### src/rtl/disp_ctrl_pkg.sv
package disp_ctrl_pkg;

  localparam int unsigned MODE_W     = 5;
  localparam int unsigned NUM_IMM    = 6;
  localparam int unsigned DEFER_ADDR = 0;
  localparam int unsigned IMM_BASE   = 1;

  typedef enum int unsigned {
    IMM_BG    = 0,
    IMM_VOFS  = 1,
    IMM_NAME  = 2,
    IMM_COLOR = 3,
    IMM_PAT   = 4,
    IMM_SPR   = 5
  } imm_idx_e;

  // bit order of the struct matches the write data layout at DEFER_ADDR
  typedef struct packed {
    logic              sprite_off;
    logic              blank;
    logic [MODE_W-1:0] mode;
  } defer_t;

  localparam int unsigned DEFER_W = $bits(defer_t);

  localparam defer_t DEFER_RST = '{sprite_off: 1'b0, blank: 1'b1, mode: '0};

endpackage

### src/rtl/dcr_wr_decode.sv
module dcr_wr_decode
  import disp_ctrl_pkg::*;
#(
  parameter int unsigned ADDR_W = 6
) (
  input  logic              wr_en_i,
  input  logic [ADDR_W-1:0] wr_addr_i,
  output logic              def_we_o,
  output logic [NUM_IMM-1:0] imm_we_o
);

  localparam logic [ADDR_W-1:0] DefAddr = ADDR_W'(DEFER_ADDR);

  assign def_we_o = wr_en_i && (wr_addr_i == DefAddr);

  for (genvar i = 0; i < NUM_IMM; i++) begin : g_imm_dec
    localparam logic [ADDR_W-1:0] ImmAddr = ADDR_W'(IMM_BASE + i);
    assign imm_we_o[i] = wr_en_i && (wr_addr_i == ImmAddr);
  end

endmodule

### src/rtl/dcr_imm_bank.sv
module dcr_imm_bank
  import disp_ctrl_pkg::*;
#(
  parameter int unsigned DATA_W = 8
) (
  input  logic                            clk_i,
  input  logic                            rst_ni,
  input  logic [NUM_IMM-1:0]              we_i,
  input  logic [DATA_W-1:0]               wdata_i,
  output logic [NUM_IMM-1:0][DATA_W-1:0]  q_o
);

  for (genvar i = 0; i < NUM_IMM; i++) begin : g_reg
    always_ff @(posedge clk_i or negedge rst_ni) begin
      if (!rst_ni)    q_o[i] <= '0;
      else if (we_i[i]) q_o[i] <= wdata_i;
    end

    AST_IMM_LOADS: assert property (@(posedge clk_i) disable iff (!rst_ni)
      we_i[i] |=> q_o[i] == $past(wdata_i));
    AST_IMM_HOLDS: assert property (@(posedge clk_i) disable iff (!rst_ni)
      !we_i[i] |=> $stable(q_o[i]));
  end

endmodule

### src/rtl/dcr_defer_stage.sv
module dcr_defer_stage
  import disp_ctrl_pkg::*;
#(
  parameter int unsigned HCNT_W       = 11,
  parameter int unsigned COMMIT_CYCLE = 144
) (
  input  logic              clk_i,
  input  logic              rst_ni,
  input  logic              we_i,
  input  defer_t            wdata_i,
  input  logic [HCNT_W-1:0] hcnt_i,
  output defer_t            active_o
);

  localparam logic [HCNT_W-1:0] CommitAt = HCNT_W'(COMMIT_CYCLE);

  defer_t shadow_q, shadow_d, active_q;
  logic   commit;

  assign commit   = (hcnt_i == CommitAt);
  // same-cycle write bypasses into the commit
  assign shadow_d = we_i ? wdata_i : shadow_q;

  always_ff @(posedge clk_i or negedge rst_ni) begin
    if (!rst_ni) begin
      shadow_q <= DEFER_RST;
      active_q <= DEFER_RST;
    end else begin
      shadow_q <= shadow_d;
      if (commit) active_q <= shadow_d;
    end
  end

  assign active_o = active_q;

  AST_ACTIVE_HOLD: assert property (@(posedge clk_i) disable iff (!rst_ni)
    (hcnt_i != CommitAt) |=> $stable(active_q));
  AST_COMMIT_SHADOW: assert property (@(posedge clk_i) disable iff (!rst_ni)
    (commit && !we_i) |=> active_q == $past(shadow_q));
  AST_COMMIT_SAME_CYCLE: assert property (@(posedge clk_i) disable iff (!rst_ni)
    (commit && we_i) |=> active_q == $past(wdata_i));
  AST_SHADOW_HOLD: assert property (@(posedge clk_i) disable iff (!rst_ni)
    !we_i |=> $stable(shadow_q));

endmodule

### src/rtl/disp_ctrl_latch.sv
module disp_ctrl_latch
  import disp_ctrl_pkg::*;
#(
  parameter int unsigned ADDR_W       = 6,
  parameter int unsigned DATA_W       = 8,
  parameter int unsigned HCNT_W       = 11,
  parameter int unsigned COMMIT_CYCLE = 144
) (
  input  logic              clk_i,
  input  logic              rst_ni,
  input  logic              wr_en_i,
  input  logic [ADDR_W-1:0] wr_addr_i,
  input  logic [DATA_W-1:0] wr_data_i,
  input  logic [HCNT_W-1:0] hcnt_i,
  output logic [MODE_W-1:0] mode_o,
  output logic              blank_o,
  output logic              sprite_off_o,
  output logic [DATA_W-1:0] bg_color_o,
  output logic [DATA_W-1:0] vofs_o,
  output logic [DATA_W-1:0] name_base_o,
  output logic [DATA_W-1:0] color_base_o,
  output logic [DATA_W-1:0] pattern_base_o,
  output logic [DATA_W-1:0] sprite_base_o
);

  localparam logic [ADDR_W-1:0] LastAddr = ADDR_W'(IMM_BASE + NUM_IMM - 1);
  localparam logic [HCNT_W-1:0] CommitAt = HCNT_W'(COMMIT_CYCLE);

  logic                           def_we;
  logic [NUM_IMM-1:0]             imm_we;
  logic [NUM_IMM-1:0][DATA_W-1:0] imm_q;
  defer_t                         def_wdata, def_active;

  assign def_wdata = defer_t'(wr_data_i[DEFER_W-1:0]);

  dcr_wr_decode #(.ADDR_W(ADDR_W)) u_decode (
    .wr_en_i  (wr_en_i),
    .wr_addr_i(wr_addr_i),
    .def_we_o (def_we),
    .imm_we_o (imm_we)
  );

  dcr_imm_bank #(.DATA_W(DATA_W)) u_imm (
    .clk_i  (clk_i),
    .rst_ni (rst_ni),
    .we_i   (imm_we),
    .wdata_i(wr_data_i),
    .q_o    (imm_q)
  );

  dcr_defer_stage #(.HCNT_W(HCNT_W), .COMMIT_CYCLE(COMMIT_CYCLE)) u_defer (
    .clk_i   (clk_i),
    .rst_ni  (rst_ni),
    .we_i    (def_we),
    .wdata_i (def_wdata),
    .hcnt_i  (hcnt_i),
    .active_o(def_active)
  );

  assign mode_o         = def_active.mode;
  assign blank_o        = def_active.blank;
  assign sprite_off_o   = def_active.sprite_off;
  assign bg_color_o     = imm_q[IMM_BG];
  assign vofs_o         = imm_q[IMM_VOFS];
  assign name_base_o    = imm_q[IMM_NAME];
  assign color_base_o   = imm_q[IMM_COLOR];
  assign pattern_base_o = imm_q[IMM_PAT];
  assign sprite_base_o  = imm_q[IMM_SPR];

  AST_UNMAPPED_QUIET: assert property (@(posedge clk_i) disable iff (!rst_ni)
    (wr_en_i && wr_addr_i > LastAddr && hcnt_i != CommitAt) |=>
      $stable({mode_o, blank_o, sprite_off_o, bg_color_o, vofs_o, name_base_o,
               color_base_o, pattern_base_o, sprite_base_o}));

endmodule

### config.mk
export PLATFORM = sky130hd
export DESIGN_NAME = disp_ctrl_latch
export DESIGN_NICKNAME = d
export VERILOG_FILES = /design/src/rtl/disp_ctrl_pkg.sv /design/src/rtl/dcr_wr_decode.sv /design/src/rtl/dcr_imm_bank.sv /design/src/rtl/dcr_defer_stage.sv /design/src/rtl/disp_ctrl_latch.sv
export SDC_FILE = /design/constraint.sdc
export NUM_CORES = 1
export LEC_CHECK = 0
export BUFFER_PORTS_ARGS = -buffer_cell sky130_fd_sc_hd__buf_2
export CAP_MARGIN = 0
export CELL_PAD_IN_SITES_DETAIL_PLACEMENT = 0
export CELL_PAD_IN_SITES_GLOBAL_PLACEMENT = 2
export CORE_UTILIZATION = 35
export CTS_CLUSTER_DIAMETER = 60
export CTS_CLUSTER_SIZE = 14
export DETAILED_ROUTE_END_ITERATION = 6
export GPL_TIMING_DRIVEN = 1
export PLACE_DENSITY = 0.79
export SETUP_SLACK_MARGIN = 0.3
export SLEW_MARGIN = 10
export SYNTH_ARGS = -nofsm -noshare
export SYNTH_HDL_FRONTEND = slang
export SYNTH_SLANG_ARGS = --single-unit
### constraint.sdc
create_clock -name clk_i -period 2.9 [get_ports clk_i]
set_clock_uncertainty 0.1 [all_clocks]
set_input_delay 0.145 -clock clk_i [delete_from_list [all_inputs] [get_ports clk_i]]
set_output_delay 0.145 -clock clk_i [all_outputs]
set_load 0.01 [all_outputs]
Word-level counts from Yosys, hierarchy flattened
Cells that the tools add are included.
{"block": "totals", "elab_cells": 28, "n_memories": 0, "output_inout_bits": 55, "romBits": 0, "mem_bits_rw": 0, "latchBits": 0, "in_bits": 28, "reg_bits": 62}
{"block": "classes", "n_eq_ne": 7, "reduce_logical": 8, "add_sub_neg": 0, "n_bitwise": 0, "mux": 1, "n_mul": 0, "magnitude_cmp": 0, "div_mod_pow": 0, "n_shift": 0}
{"op": "$eq A6 B3 Y1 const B", "n": 3}
{"op": "$eq A6 B2 Y1 const B", "n": 2}
{"op": "$eq A11 B8 Y1 const B", "n": 1}
{"op": "$logic_and A1 B1 Y1", "n": 7}
{"op": "$mux W7", "n": 1}
{"op": "$eq A6 B1 Y1 const B", "n": 1}
{"op": "$logic_not A6 Y1", "n": 1}

Longest topological paths before layout
{"block": "depth", "depth_word": 3, "depth_mapped": 4, "depth_no_buf": 3}

By module
Synthesis repeated with hierarchy kept, for this count alone.
{"block": "hier_totals", "cells_unflattened": 146, "hier_area_um2": 2663.8}
{"module": "dcr_imm_bank", "area_each_um2": 1989.4, "instances": 1, "seq_area_each_um2": 1201.2, "cells_each": 102}
{"module": "dcr_defer_stage", "area_each_um2": 585.6, "instances": 1, "seq_area_each_um2": 352.8, "cells_each": 33}
{"module": "dcr_wr_decode", "area_each_um2": 88.8, "instances": 1, "seq_area_each_um2": 0.0, "cells_each": 11}

Worst setup path after synthesis
Ideal clock, no wire load.
{"block": "synth_path", "path_type": "input to register", "startpoint": "in wr_addr_i[0]", "endpoint": "reg u_defer.active_q, in the netlist u_defer.active_o[0]", "path_buffers": 1, "required_ns": 2.667, "arrival_ns": 1.160, "setup_ns": 0.133, "path_slack_ns": 1.507, "cell_stages": 4, "path_cell_list": "buf_6 -> or4_1 -> o21ai_0 -> a31oi_1"}
{"block": "synth_via", "elab_chain_len": 3}
{"item": "start: declaration", "line_no": "disp_ctrl_latch.sv:12", "text": "input logic [ADDR_W-1:0] wr_addr_i,"}
{"item": "$logic_not A6 Y1", "line_no": "dcr_wr_decode.sv:14", "text": "assign def_we_o = wr_en_i && (wr_addr_i == DefAddr);"}
{"item": "$logic_and A1 B1 Y1", "line_no": "dcr_wr_decode.sv:14"}
{"item": "$mux W7", "line_no": "dcr_defer_stage.sv:22", "text": "assign shadow_d = we_i ? wdata_i : shadow_q;"}
{"item": "end signal: assignment", "line_no": "dcr_defer_stage.sv:30", "text": "if (commit) active_q <= shadow_d;"}
{"item": "end: declaration", "line_no": "dcr_defer_stage.sv:17", "text": "defer_t shadow_q, shadow_d, active_q;"}
No other way between the ends.
A chain may end at the register's enable or synchronous reset.

Worst setup path in the final report
{"block": "layout_path", "startpoint": "in wr_addr_i[1]", "endpoint": "reg u_imm.q_o[34] (netlist name)"}
{"block": "layout_via", "elab_chain_len": 2}
{"item": "$eq A6 B3 Y1", "line_no": "dcr_wr_decode.sv:18", "text": "assign imm_we_o[i] = wr_en_i && (wr_addr_i == ImmAddr);"}
{"item": "$logic_and A1 B1 Y1", "line_no": "dcr_wr_decode.sv:18"}
{"item": "end signal: indexed assignment", "line_no": "dcr_imm_bank.sv:16", "text": "else if (we_i[i]) q_o[i] <= wdata_i;"}
{"item": "end: declaration", "line_no": "dcr_imm_bank.sv:10", "text": "output logic [NUM_IMM-1:0][DATA_W-1:0] q_o"}
No other way between the ends.

==> flow_summary.yaml <==
flow_run:
  drv_cap: 0
synthesis:
  avgSynthCellArea_um2: 14.8
  ys_warn_count: 0
  netlist_instances: 167
  syn_nets: 195
  synth.yosys.seq_area_share_pct: 62.7
  synth.distinct_cells: 26
  netlist_area_mm2: 0.00248
  ys_seq_elements: 62
global_routing:
  grt_pass1_vias: 1699
  grt_pass1_wl_um: 9100
  antenna_found_initial: 0
  grt_usage_pct: 16.7
  grt_max_degree: 63
  grt.overflow.total: 0
placed_design:
  place_congestion: 0.711
  placed_cells: 343
  port_buffers: 82
  hpwl_um: 4010
  postPlaceCellArea_mm2: 0.00300
layout:
  final_net_count: 287
  post-route-util_pct: 46.5
  fin_cells: 360
  multi_input_area_um2: 902
  seq_area_mm2: 0.00155
  area_growth_pct: 28.2
  fill_cells: 656
  stdcell_area_mm2: 0.00318
  drive_gt1_share_pct: 58.7
  antenna_cells: 0
die:
  rows: 30
  die_y_um: 86.2
  fp.dieW_um: 86.2
  initial_core_util_pct: 36.3
  die_area_mm2: 0.00743
  core_area_mm2: 0.00683
  num_io_pins: 83
clocking:
  cts_buffers: 9
  clk_path_buf_depth: 2
  cts-root-buf: "clkbuf_8"
  cts-htree-levels: 3
  clk_pin_slew_ns: 0.07
  clock_sinks: 62
  cts_tree: "done"
  clk_latency_ns: 0.32
  postCtsSetupRepairBufs: 0
power:
  peakVddDrop_mv: 0.343
  p_per_area_mw_per_mm2: 623
  p_leak_nw: 1.72
route:
  first_iter_violations: 105
  postRouteAntennaNets: 0
  wire_per_inst_um: 15.9
  dr.pass1.iters: 4
  finalWirelength_um: 5710
  vias: 1726
  vias_per_cell: 4.79
  post-route-drc-count: 0
sta:
  rsz0062_at_grt: "no"
  worst_pin_slew_ns: 0.771
  fin_crit_ns: 1.34
  period_share_pct: 46.3
  finalSetupTns_ns: 0
  setup_viol: 0
  slew_violations: 0
  clock.fmax_mhz: 744
  finalHoldViolations: 0
  max_slew_margin_pct: 48.6
status:
  status: "complete, no violations"
critical_path:
  rrSetupSlack_ns: 1.94
  endpoint_kind: "flip-flop"
  worstSetupPathType: "in -> reg"
  r2r-end: "u_defer.active_o[5]$_DFFE_PN1N_"
  worst_setup_path_start_kind: "input port"
  cp.arrival_ns: 1.46
  cp_max_fo: 10
  rr_startpoint: "u_defer.shadow_q[5]$_DFF_PN1_"
  required_ns: 3.01
  reg2regPathDepth: 2
hold_path:
  hold_start: "wr_data_i[7]"
  hold_depth: 2
  hp-class: "in -> reg"
  min_to: "u_imm.q_o[7]$_DFFE_PN0P_"
[sequential cells by signal (all words and copies together), names as in the netlist]
| register | cells |
|---|---|
| u_defer.active_o | 7 |
| u_defer.shadow_q | 7 |
| u_imm.q_o | 48 |
[metal layers]
layer / vias to the layer above / GRT usage [%] / share of wire (%)
met3: 4 / 5.81 / 7.2
met5: - / 0 / 0
met1: 847 / 23.2 / 46
met2: 68 / 24.0 / 46
met4: 0 / 6.36 / 0.65
li1: 807 / - / -
[metrics by stage]
| stage | total power, mW | worst slack [ns] | hold WS (ns) |
|---|---|---|---|
| floorplan | 1.18 | 1.51 | -0.251 |
| global placement | 1.35 | 1.17 | 0.264 |
| detailed placement | 1.35 | 1.21 | 0.263 |
| CTS | 2.01 | 1.56 | 0.0119 |
| global route | 2.09 | 1.45 | 0.0256 |
| finish | 1.98 | 1.56 | 0.0245 |
[cell families after synthesis]
kind of cell           share of synthesized area (%)
AOI/OAI and AO/OA                               4.94
muxes                                           21.9
and+or+nand+nor                                 9.48
buffers and inverters                          0.959
DFF                                             62.7
[cell usage after synthesis]
master | n | share of area (%)
nand2_1 | 9 | 1.4
nor4b_4 | 1 | 0.96
nand3_1 | 9 | 1.8
nor4_2 | 1 | 0.50
dfrtp_1 | 60 | 61
nor2_1 | 1 | 0.15
a31oi_1 | 14 | 3.5
or3b_2 | 1 | 0.35
buf_6 | 1 | 0.45
o21ai_0 | 7 | 1.4
nor3b_2 | 1 | 0.50
mux2_2 | 46 | 21
mux2_1 | 1 | 0.45
and3_1 | 1 | 0.25
nand4_2 | 1 | 0.50
clkbuf_1 | 2 | 0.30
nor3b_1 | 1 | 0.30
or4_1 | 1 | 0.30
nor4_4 | 1 | 0.86
buf_2 | 1 | 0.20
nand2_4 | 1 | 0.45
nor4b_2 | 1 | 0.61
dfstp_2 | 2 | 2.1
mux2_4 | 1 | 0.61
and3b_1 | 1 | 0.35
nor3_1 | 1 | 0.20
[power breakdown]
part           internal [mW]  leakage [nW]  switching (mW)  total [mW]
sequential             0.970         0.822          0.0499        1.02
combinational          0.153         0.807           0.160       0.313
clock                  0.329        0.0861           0.319       0.649
[layout by cell type (no fill, tap or decap), drive strengths merged, types with 2 or more instances in the layout]
cell type and n:
buf 84, nand3 9, a31oi 14, o21ai 7
nor4 2, clkbuf 12, nor3b 2, dfstp 2
clkinv 3, nor4b 2, dfrtp 60, nand2 10
mux2 48
[how the worst max path moves through the flow]
stage | start | endpoint | slack [ns] | cells after the start
finish | wr_addr_i[1] | u_imm.q_o[34]$_DFFE_PN0P_ | 1.56 | 5
CTS | wr_addr_i[1] | u_imm.q_o[34]$_DFFE_PN0P_ | 1.56 | 5
global placement | wr_addr_i[1] | u_imm.q_o[35]$_DFFE_PN0P_ | 1.17 | 5
detailed placement | wr_addr_i[3] | u_imm.q_o[23]$_DFFE_PN0P_ | 1.21 | 4
floorplan | wr_addr_i[0] | u_defer.active_o[0]$_DFFE_PN0N_ | 1.51 | 4
global route | hcnt_i[1] | u_defer.active_o[2]$_DFFE_PN0N_ | 1.45 | 4
[critical path: stages]
cell and delay (ns):
buf_2 0.11, nor3b_1 0.24, buf_4 0.22, nand4_2 0.35, mux2_2 0.40
[final cells by class]
| type | instances | area share [%] |
|---|---|---|
| flip-flops and latches | 62 | 48.9 |
| clock inverters | 4 | 0.708 |
| clock buffers | 12 | 4.57 |
| repair buffers | 85 | 13.7 |
| multi-input cells | 101 | 28.4 |
| well taps | 96 | 3.78 |
[timing repair]
| item | in CTS | in global routing |
|---|---|---|
| resized for setup | 0 | 0 |
| hold buffers | 1 | 0 |
| hold endpoints to repair | 60 | 0 |
Power figures use the tool's default switching activity.
